**config.mk**
```make
export PLATFORM = sky130hd
export DESIGN_NAME = regport_top
export DESIGN_NICKNAME = d
export VERILOG_FILES = /design/src/rtl/regport_pkg.sv /design/src/rtl/regport_index.sv /design/src/rtl/regport_store.sv /design/src/rtl/regport_ctrl.sv /design/src/rtl/regport_top.sv
export SDC_FILE = /design/constraint.sdc
export NUM_CORES = 1
export LEC_CHECK = 0
export ABC_AREA = 1
export CORE_MARGIN = 10
export CORE_UTILIZATION = 45
export DETAILED_ROUTE_END_ITERATION = 10
export PLACE_DENSITY = 0.6
export SKIP_CTS_REPAIR_TIMING = 1
export SLEW_MARGIN = 10
export SYNTH_ARGS = -nofsm -noshare
export SYNTH_HDL_FRONTEND = slang
export SYNTH_SLANG_ARGS = --single-unit
```
**constraint.sdc**
```tcl
create_clock -name clk -period 6.35 [get_ports clk]
set_input_delay 0.635 -clock clk [delete_from_list [all_inputs] [get_ports clk]]
set_output_delay 0.635 -clock clk [all_outputs]
set_load 0.03 [all_outputs]
```
**src/rtl/regport_pkg.sv**
```systemverilog
package regport_pkg;
   localparam int unsigned IDX_CTL_A = 10;
   localparam int unsigned IDX_CTL_B = 11;
   localparam int unsigned IDX_STAT  = 12;
   localparam int unsigned IDX_FIXED = 13;

   localparam int unsigned A_BUSY  = 7;
   localparam int unsigned B_HOLD  = 7;
   localparam int unsigned B_PEN   = 6;
   localparam int unsigned B_AEN   = 5;
   localparam int unsigned B_UEN   = 4;

   localparam int unsigned C_INT   = 7;
   localparam int unsigned C_PER   = 6;
   localparam int unsigned C_ALM   = 5;
   localparam int unsigned C_UPD   = 4;

   localparam logic [7:0] A_INIT = 8'h26;
   localparam logic [7:0] B_INIT = 8'h02;
   localparam logic [7:0] C_INIT = 8'h00;
   localparam logic [7:0] D_VAL  = 8'h80;

   typedef struct packed {
      logic per;
      logic alm;
      logic upd;
   } flag_stb_t;
endpackage

```
**src/rtl/regport_index.sv**
```systemverilog
module regport_index #(
   parameter int IDX_W  = 7,
   parameter int DATA_W = 8
) (
   input  logic              clk,
   input  logic              rst_n,
   input  logic              load,
   input  logic [DATA_W-1:0] din,
   output logic [IDX_W-1:0]  idx
);
   always_ff @(posedge clk or negedge rst_n) begin
      if (!rst_n)
         idx <= '0;
      else if (load)
         idx <= din[IDX_W-1:0];
   end
endmodule

```
**src/rtl/regport_store.sv**
```systemverilog
module regport_store #(
   parameter int IDX_W       = 7,
   parameter int DATA_W      = 8,
   parameter bit RESET_STORE = 1'b0
) (
   input  logic              clk,
   input  logic              rst_n,
   input  logic              we,
   input  logic [IDX_W-1:0]  addr,
   input  logic [DATA_W-1:0] wdata,
   output logic [DATA_W-1:0] rdata
);
   localparam int DEPTH = 1 << IDX_W;

   logic [DATA_W-1:0] mem [DEPTH];

   generate
      if (RESET_STORE) begin : g_rst
         always_ff @(posedge clk or negedge rst_n) begin
            if (!rst_n) begin
               for (int i = 0; i < DEPTH; i++)
                  mem[i] <= '0;
            end else if (we) begin
               mem[addr] <= wdata;
            end
         end
      end else begin : g_plain
         logic unused_rst;
         assign unused_rst = rst_n;
         always_ff @(posedge clk) begin
            if (we)
               mem[addr] <= wdata;
         end
      end
   endgenerate

   assign rdata = mem[addr];
endmodule

```
**src/rtl/regport_ctrl.sv**
```systemverilog
module regport_ctrl
   import regport_pkg::*;
(
   input  logic      clk,
   input  logic      rst_n,
   input  logic      wr_a,
   input  logic      wr_b,
   input  logic      rd_c,
   input  logic [7:0] wdata,
   input  flag_stb_t stb,
   input  logic      busy_set,
   input  logic      busy_clr,
   output logic [7:0] reg_a,
   output logic [7:0] reg_b,
   output logic [7:0] reg_c
);
   logic       busy_n;
   logic [6:0] a_low_n;
   logic [7:0] b_n;
   logic [7:0] c_base;
   logic [7:0] c_set;
   logic       hold_enter;

   assign hold_enter = wr_b && wdata[B_HOLD];

   always_comb begin
      busy_n = reg_a[A_BUSY];
      if (busy_set && !reg_b[B_HOLD])
         busy_n = 1'b1;
      if (busy_clr)
         busy_n = 1'b0;
      if (hold_enter)
         busy_n = 1'b0;
      a_low_n = wr_a ? wdata[6:0] : reg_a[6:0];
   end

   always_comb begin
      b_n = reg_b;
      if (wr_b) begin
         b_n = wdata;
         if (wdata[B_HOLD])
            b_n[B_UEN] = 1'b0;
      end
   end

   always_comb begin
      c_base = rd_c ? 8'h00 : reg_c;
      c_set  = 8'h00;
      c_set[C_PER] = stb.per;
      c_set[C_ALM] = stb.alm;
      c_set[C_UPD] = stb.upd;
      c_set[C_INT] = (stb.per && reg_b[B_PEN]) ||
                     (stb.alm && reg_b[B_AEN]) ||
                     (stb.upd && reg_b[B_UEN]);
   end

   always_ff @(posedge clk or negedge rst_n) begin
      if (!rst_n) begin
         reg_a <= A_INIT;
         reg_b <= B_INIT;
         reg_c <= C_INIT;
      end else begin
         reg_a <= {busy_n, a_low_n};
         reg_b <= b_n;
         reg_c <= c_base | c_set;
      end
   end
endmodule

```
**src/rtl/regport_top.sv**
```systemverilog
module regport_top
   import regport_pkg::*;
#(
   parameter int IDX_W       = 7,
   parameter int DATA_W      = 8,
   parameter bit RESET_STORE = 1'b0
) (
   input  logic              clk,
   input  logic              rst_n,
   input  logic              host_sel,
   input  logic              host_wr,
   input  logic              host_rd,
   input  logic [DATA_W-1:0] host_wdata,
   output logic [DATA_W-1:0] host_rdata,
   input  logic              per_stb,
   input  logic              alarm_stb,
   input  logic              upd_stb,
   input  logic              uip_set,
   input  logic              uip_clr,
   output logic              irq
);
   generate
      if (DATA_W != 8) begin : g_bad_data
         $error("regport_top: DATA_W must be 8");
      end
      if (IDX_W < 4 || IDX_W >= DATA_W) begin : g_bad_idx
         $error("regport_top: IDX_W must be 4..DATA_W-1");
      end
   endgenerate

   localparam logic [IDX_W-1:0] K_A = IDX_W'(IDX_CTL_A);
   localparam logic [IDX_W-1:0] K_B = IDX_W'(IDX_CTL_B);
   localparam logic [IDX_W-1:0] K_C = IDX_W'(IDX_STAT);
   localparam logic [IDX_W-1:0] K_D = IDX_W'(IDX_FIXED);

   logic [IDX_W-1:0]  idx_q;
   logic [DATA_W-1:0] store_rd;
   logic [7:0]        reg_a, reg_b, reg_c;
   logic              data_wr, data_rd;
   logic              hit_a, hit_b, hit_c, hit_d, hit_ctl;
   flag_stb_t         stb;

   assign data_wr = host_wr && host_sel;
   assign data_rd = host_rd && host_sel;
   assign hit_a   = (idx_q == K_A);
   assign hit_b   = (idx_q == K_B);
   assign hit_c   = (idx_q == K_C);
   assign hit_d   = (idx_q == K_D);
   assign hit_ctl = hit_a || hit_b || hit_c || hit_d;
   assign stb     = '{per: per_stb, alm: alarm_stb, upd: upd_stb};

   regport_index #(.IDX_W(IDX_W), .DATA_W(DATA_W)) index_i (
      .clk  (clk),
      .rst_n(rst_n),
      .load (host_wr && !host_sel),
      .din  (host_wdata),
      .idx  (idx_q)
   );

   regport_store #(.IDX_W(IDX_W), .DATA_W(DATA_W), .RESET_STORE(RESET_STORE)) store_i (
      .clk  (clk),
      .rst_n(rst_n),
      .we   (data_wr && !hit_ctl),
      .addr (idx_q),
      .wdata(host_wdata),
      .rdata(store_rd)
   );

   regport_ctrl ctrl_i (
      .clk     (clk),
      .rst_n   (rst_n),
      .wr_a    (data_wr && hit_a),
      .wr_b    (data_wr && hit_b),
      .rd_c    (data_rd && hit_c),
      .wdata   (host_wdata),
      .stb     (stb),
      .busy_set(uip_set),
      .busy_clr(uip_clr),
      .reg_a   (reg_a),
      .reg_b   (reg_b),
      .reg_c   (reg_c)
   );

   always_comb begin
      if (!host_sel)
         host_rdata = '1;
      else if (hit_a)
         host_rdata = reg_a;
      else if (hit_b)
         host_rdata = reg_b;
      else if (hit_c)
         host_rdata = reg_c;
      else if (hit_d)
         host_rdata = D_VAL;
      else
         host_rdata = store_rd;
   end

   assign irq = reg_c[C_INT];
endmodule

```
==> results of run 1 <==
## metal layers
layer	GRT usage	vias to the layer above
met2	0.336	1180
met1	0.298	13300
met5	0	-
li1	-	12500
met4	0.0807	4
met3	0.0316	229
## cell usage in the layout, fill, tap and decap left out, types with 19 or more instances in the layout
master / count
nand2_1: 1506
edfxtp_1: 1024
nor2_1: 301
nand3_1: 161
nand4_1: 128
a21oi_1: 117
inv_1: 107
clkbuf_16: 105
buf_4: 56
o21ai_0: 36
conb_1: 32
a22oi_1: 26
clkinv_2: 26
clkbuf_1: 25
clkinv_1: 21
dfrtp_1: 19
## state kept, by name, indices dropped and copies added, names as in the netlist
register      cells
ctrl_i.reg_b      8
ctrl_i.reg_c      4
ctrl_i.reg_a      8
index_i.idx       7
store_i.mem    1024
## how the worst max path moves through the flow
stage	to	start	slack (ns)	cells after the start
after detailed placement	host_rdata[6]	index_i.idx[1]$_DFFE_PN0P_	1.55	17
after global placement	host_rdata[6]	index_i.idx[1]$_DFFE_PN0P_	1.55	17
final	host_rdata[6]	index_i.idx[1]$_DFFE_PN0P_	0.67	17
after floorplan	store_i.mem[64][0]$_DFFE_PP_	host_sel	3.60	6
after CTS	host_rdata[6]	index_i.idx[1]$_DFFE_PN0P_	0.82	17
after global routing	host_rdata[6]	index_i.idx[1]$_DFFE_PN0P_	0.55	18
## power groups by stage
stage          Combinational [mW]  Clock, mW  Sequential [mW]
2_1_floorplan               0.984          0             7.83
3_3_place_gp                 1.72          0             7.87
3_5_place_dp                 1.73          0             7.87
4_1_cts                      1.73       6.13             7.72
5_1_grt                      1.89       6.40             7.73
6_report                     1.74       6.07             7.73
## area by class of cell
cell class | count | area, µm² | share of cell area
flip-flops and latches | 1051 | 31400 | 0.666
multi-input cells | 2331 | 9690 | 0.205
clock buffers | 133 | 2760 | 0.0585
well taps | 1254 | 1570 | 0.0332
repair buffers | 81 | 741 | 0.0157
clock inverters | 63 | 571 | 0.0121
inverters | 115 | 444 | 0.00941
## worst register-to-register path, delay by kind of cell, from the launching register on
kind,cells,cell delay (ns)
buffers and inverters,1,0.41
AO/OA/AOI/OAI,1,0.65
flip-flops,1,0.86
AND/OR/NAND/NOR,4,2.46
## stage by stage
stage / setup slack, ns / power (mW) / hold WS (ns) / instances / instance area (µm²)
4_1_cts: 0.817 / 15.6 / 0.324 / 5028 / 47200
5_1_grt: 0.554 / 16.0 / 0.374 / 5028 / 47200
2_1_floorplan: 3.60 / 8.81 / 0.339 / 3677 / 42200
3_3_place_gp: 1.55 / 9.59 / 0.469 / 4832 / 43900
6_report: 0.671 / 15.5 / 0.342 / 5028 / 47200
3_5_place_dp: 1.55 / 9.60 / 0.474 / 4832 / 43900
## logic make-up after synthesis
kind of cell	share of synthesized area
compound gates	0.0250
buf+inv	0.0272
other cells	0.0000891
flops	0.746
simple gates	0.201
==> flow_summary.json, run 1 <==
{
  "die_area_mm2": 0.106,
  "detailed_place_hpwl_mm": 66.0,
  "synth.area.top_cells": "edfxtp_1 73%, nand2_1 13%, nor2_1 2.7%",
  "synth.avg_cell_area_um2": 11.5,
  "cts-root-buf": "clkbuf_16",
  "synth_cell_types": 30,
  "critPathTopFamily": "simple AND/OR/NAND/NOR gates",
  "first_pass_iters": 5,
  "routabilityCongestion": 0.825,
  "vias": 27300,
  "synth_edf_count": 1024,
  "grt_pass1_vias": 25900,
  "period_share": 0.894,
  "hold_viol_final": 0,
  "initial_core_util": 0.453,
  "pwr-share-clk": 0.391,
  "ant_nets": 0,
  "die_y_um": 326,
  "wl_met3_mm": 9.19,
  "reg2regPathDepth": 6,
  "path_clk_slew_ns": 0.06,
  "routed_wl_mm": 115,
  "crit_top_cell": "nand2_1",
  "utilization": 0.507,
  "io_buffers": 26,
  "grt_pass1_wl_mm": 172,
  "wl_met2_mm": 53.5,
  "rr_startpoint": "index_i.idx[1]$_DFFE_PN0P_",
  "relSlewSlack": 0.194,
  "cts_htree_levels": 3,
  "drv_cap": 0,
  "die_w_um": 326,
  "nNetsFinal": 3702,
  "crit_path_start_kind": "flop",
  "regToRegSetupSlack_ns": 1.58,
  "grt_antenna_before_repair": 2,
  "slew_viol_final": 0,
  "slowest_stage": "dfrtp_2",
  "async_flop_share": 0.0257,
  "hold_path_class": "input pin to async pin",
  "seq_power_share": 0.497,
  "drc": 0,
  "routedWlPerCell_um": 23.0,
  "synth_top_area_share": 0.730,
  "timing.fmax_mhz": 176,
  "cts_made_buffers": 104,
  "end_kind": "output pin",
  "ys_ff_latch": 1051,
  "core_mm2": 0.0930,
  "power.leakage_nw": 17.1,
  "worst_path_largest_cell_delay_ns": 0.86,
  "worst_pin_slew_ns": 1.21,
  "crit_required_ns": 5.71,
  "drt-initial-drc-count": 2938,
  "synth_common_cells": "1507 x nand2_1, 1024 x edfxtp_1, 306 x nor2_1",
  "clk_latency_ns": 0.69,
  "outcome": "finished clean",
  "grt.overflow.total": 0,
  "path_buf_inv": 3,
  "io_pins": 27,
  "skew_ns": 0.0224,
  "synth_warnings": 0,
  "p_sw_mw": 4.00,
  "num_antenna_cells": 0,
  "synth_ff_type": "edfxtp_1",
  "tritoncts": "built",
  "syn_inst": 3646,
  "area_growth_pct": 12.1,
  "power_density_mw_per_mm2": 329,
  "cts_sinks": 1051,
  "synthesis.area_mm2": 0.0421,
  "wl_met1_mm": 48.7,
  "pwr-share-comb": 0.112,
  "crit_chain": "inv_4 > buf_4 > nand2_1 > nand3_1 > nand2_1 > nand2_1 > nor2_1 > nand2_1 > nand2_1 > nor2_1 > nor2_1 > nand2_1 > nand2_1 > nand2_1 > nand2_1 > nand2_1 > clkdlybuf4s50_1",
  "drive_above_1_share": 0.0639,
  "rsz0062_at_grt": "false",
  "top_layer": "met5",
  "synth.most_common_cell": "nand2_1",
  "finalSetupViolations": 0,
  "fin_crit_ns": 5.68,
  "num_rows": 112,
  "synth_top_area_cell": "edfxtp_1",
  "critical_path_class": "flop to output pin",
  "fillers": 8116,
  "yosysSeqAreaShare": 0.746,
  "grt_max_degree": 109,
  "reg2reg_to": "store_i.mem[77][4]$_DFFE_PP_",
  "p_sw_frac": 0.258,
  "intPower_mw": 11.5,
  "tns_ns": 0,
  "peakVddDrop_mv": 0.203,
  "clk_path_buf_depth": 3,
  "via_per_inst": 5.42,
  "groute.usage.overall": 0.213,
  "critPathMaxFanout": 71,
  "cp.arrival_ns": 5.04
}
(Power assumes the default switching activity.)
==> run 2, diff against run 1 <==
Settings changed: CELL_PAD_IN_SITES_DETAIL_PLACEMENT set to 1, CELL_PAD_IN_SITES_GLOBAL_PLACEMENT set to 2, CORE_UTILIZATION 45 to 44, PLACE_DENSITY 0.6 to 0.8.
Clock period 6.35 ns to 5.3 ns, I/O delays scaled along.
==> run 2 against run 1 <==
Net effect: critical path depth is 1 higher; worst hold slack got worse by 0.16 ns; worst setup slack lost 0.11 ns; first-iteration DRC count down 8.1%; wire length up 12%; die area increased by 2.1%; combinational power grew 27%; sequential share of layout area shrank 0.53 points; critical path type unchanged; largest power group unchanged.
==> flow_summary.json, run 2 (synthesis gave the netlist of run 1 again) <==
{
  "grt_pass1_wl_mm": 190,
  "die_w_um": 329,
  "routed_wl_mm": 129,
  "cts_sinks": 1051,
  "die_y_um": 329,
  "slew_viol_final": 0,
  "routabilityCongestion": 0.806,
  "core_mm2": 0.0950,
  "path_clk_slew_ns": 0.06,
  "hold_path_class": "input pin to flop",
  "post-place-ws_ns": 1.35,
  "top_regs": "store_i.mem (1024), ctrl_i.reg_a (8), ctrl_i.reg_b (8)",
  "power_density_mw_per_mm2": 394,
  "period_share": 0.895,
  "cp.arrival_ns": 4.21,
  "fin_crit_ns": 4.74,
  "drive_above_1_share": 0.0733,
  "drt-initial-drc-count": 2699,
  "end_kind": "output pin",
  "layout_commonest_cell": "nand2_1",
  "largest-register": "store_i.mem",
  "crit_required_ns": 4.77,
  "hold_viol_final": 0,
  "vias": 28200,
  "p_sw_frac": 0.266,
  "die_area_mm2": 0.108,
  "cts-root-buf": "clkbuf_16",
  "grt_max_degree": 105,
  "power.leakage_nw": 17.3,
  "peakVddDrop_mv": 0.271,
  "first_pass_iters": 5,
  "area_growth_pct": 13.0,
  "postPlaceCellArea_mm2": 0.0443,
  "intPower_mw": 13.8,
  "critical_path_class": "flop to output pin",
  "pwr-share-comb": 0.118,
  "groute.usage.overall": 0.236,
  "clk_latency_ns": 0.72,
  "tritoncts": "built",
  "outcome": "finished clean",
  "cts_made_buffers": 111,
  "drv_cap": 0,
  "num_rows": 113,
  "seq_power_share": 0.493,
  "critPathMaxFanout": 65,
  "cts_htree_levels": 3,
  "ant_nets": 0,
  "io_buffers": 26,
  "rsz0062_at_grt": "false",
  "fillers": 9988,
  "nNetsFinal": 3747,
  "skew_ns": 0.0374,
  "fin_area_mm2": 0.0476,
  "finalSetupViolations": 0,
  "grt.overflow.total": 0,
  "initial_core_util": 0.443,
  "setup_ws_ns": 0.559,
  "timing.fmax_mhz": 211,
  "grt_antenna_before_repair": 0,
  "num_antenna_cells": 0,
  "p_sw_mw": 4.98,
  "routedWlPerCell_um": 25.4,
  "relSlewSlack": 0.252,
  "io_pins": 27,
  "clk_path_buf_depth": 3,
  "utilization": 0.501,
  "tns_ns": 0,
  "worst_pin_slew_ns": 1.12,
  "largest_reg_flops": 1024,
  "power_mw": 18.8,
  "via_per_inst": 5.54,
  "drc": 0,
  "pwr-share-clk": 0.390,
  "grt_pass1_vias": 29100,
  "detailed_place_hpwl_mm": 74.8,
  "most-common-layout-cells": "1506 x nand2_1, 1024 x edfxtp_1, 301 x nor2_1",
  "crit_path_start_kind": "flop"
}
[run 2: cell count changes in the layout (fill, tap and decap cells not counted), moves of 3 or more]
cell / delta
buf_4: +39
clkdlybuf4s50_1: -8
clkinv_1: +8
buf_12: +7
clkbuf_16: +7
clkinv_2: -7
clkbuf_1: +6
bufinv_16: -5
clkbuf_8: -3
[run 2: worst max-delay path, cell delays in order (launching register included)]
cell and delay, ns:
dfrtp_4 0.66, nand2_2 0.20, inv_6 0.24, buf_12 0.30, nand2_1 0.10, nand2_1 0.05
o21ai_0 0.45, nand2_1 0.12, nand2_1 0.11, nand2_1 0.06, nor2_1 0.29, nor2_1 0.10
nor2_1 0.19, nand2_1 0.13, nand2_1 0.12, nand2_1 0.07, nand2_1 0.06, nand2_1 0.05
buf_4 0.16
[run 2: power by group through the flow]
stage	sequential, mW	clock (mW)	combinational (mW)
3_3_place_gp	9.42	0	2.17
5_1_grt	9.25	7.76	2.40
6_report	9.25	7.31	2.21
3_5_place_dp	9.42	0	2.20
4_1_cts	9.25	7.43	2.21
2_1_floorplan	9.38	0	1.18
[run 2: path summary, 6_finish.rpt]
path                                             start                            to  slack, ns  depth (start not counted)
setup / recovery            index_i.idx[0]$_DFFE_PN0P_                 host_rdata[4]       0.56                         18
hold / removal                           host_wdata[4]  store_i.mem[79][4]$_DFFE_PP_       0.18                          1
setup reg to reg            index_i.idx[3]$_DFFE_PN0P_  store_i.mem[24][2]$_DFFE_PP_       1.48                          7
hold reg to reg            ctrl_i.reg_a[3]$_DFFE_PN0P_   ctrl_i.reg_a[3]$_DFFE_PN0P_       0.49                          2
max in group asynchronous                        rst_n   ctrl_i.reg_b[1]$_DFFE_PN1P_       4.74                          2
min in group asynchronous                        rst_n    index_i.idx[1]$_DFFE_PN0P_       0.22                          2
[run 2: per-stage QoR]
stage	hold slack [ns]	std cells
2_1_floorplan	0.234	3677
5_1_grt	0.167	5083
6_report	0.183	5083
3_5_place_dp	0.475	4881
4_1_cts	0.139	5083
3_3_place_gp	0.473	4881
[run 2: layer usage]
layer | track usage | up-vias | share of wire
li1 | - | 12600 | -
met1 | 0.320 | 14400 | 0.43
met2 | 0.387 | 954 | 0.48
met3 | 0.0342 | 200 | 0.066
met4 | 0.0773 | 0 | 0.028
met5 | 0 | - | 0
[run 2: layout make-up]
type	count	area, µm²	share of cell area
clock buffers	143	2920	0.0613
flip-flops and latches	1051	31400	0.661
repair buffers	119	1090	0.0230
clock inverters	59	419	0.00881
well taps	1265	1580	0.0333
multi-input cells	2331	9690	0.204
inverters	115	444	0.00933
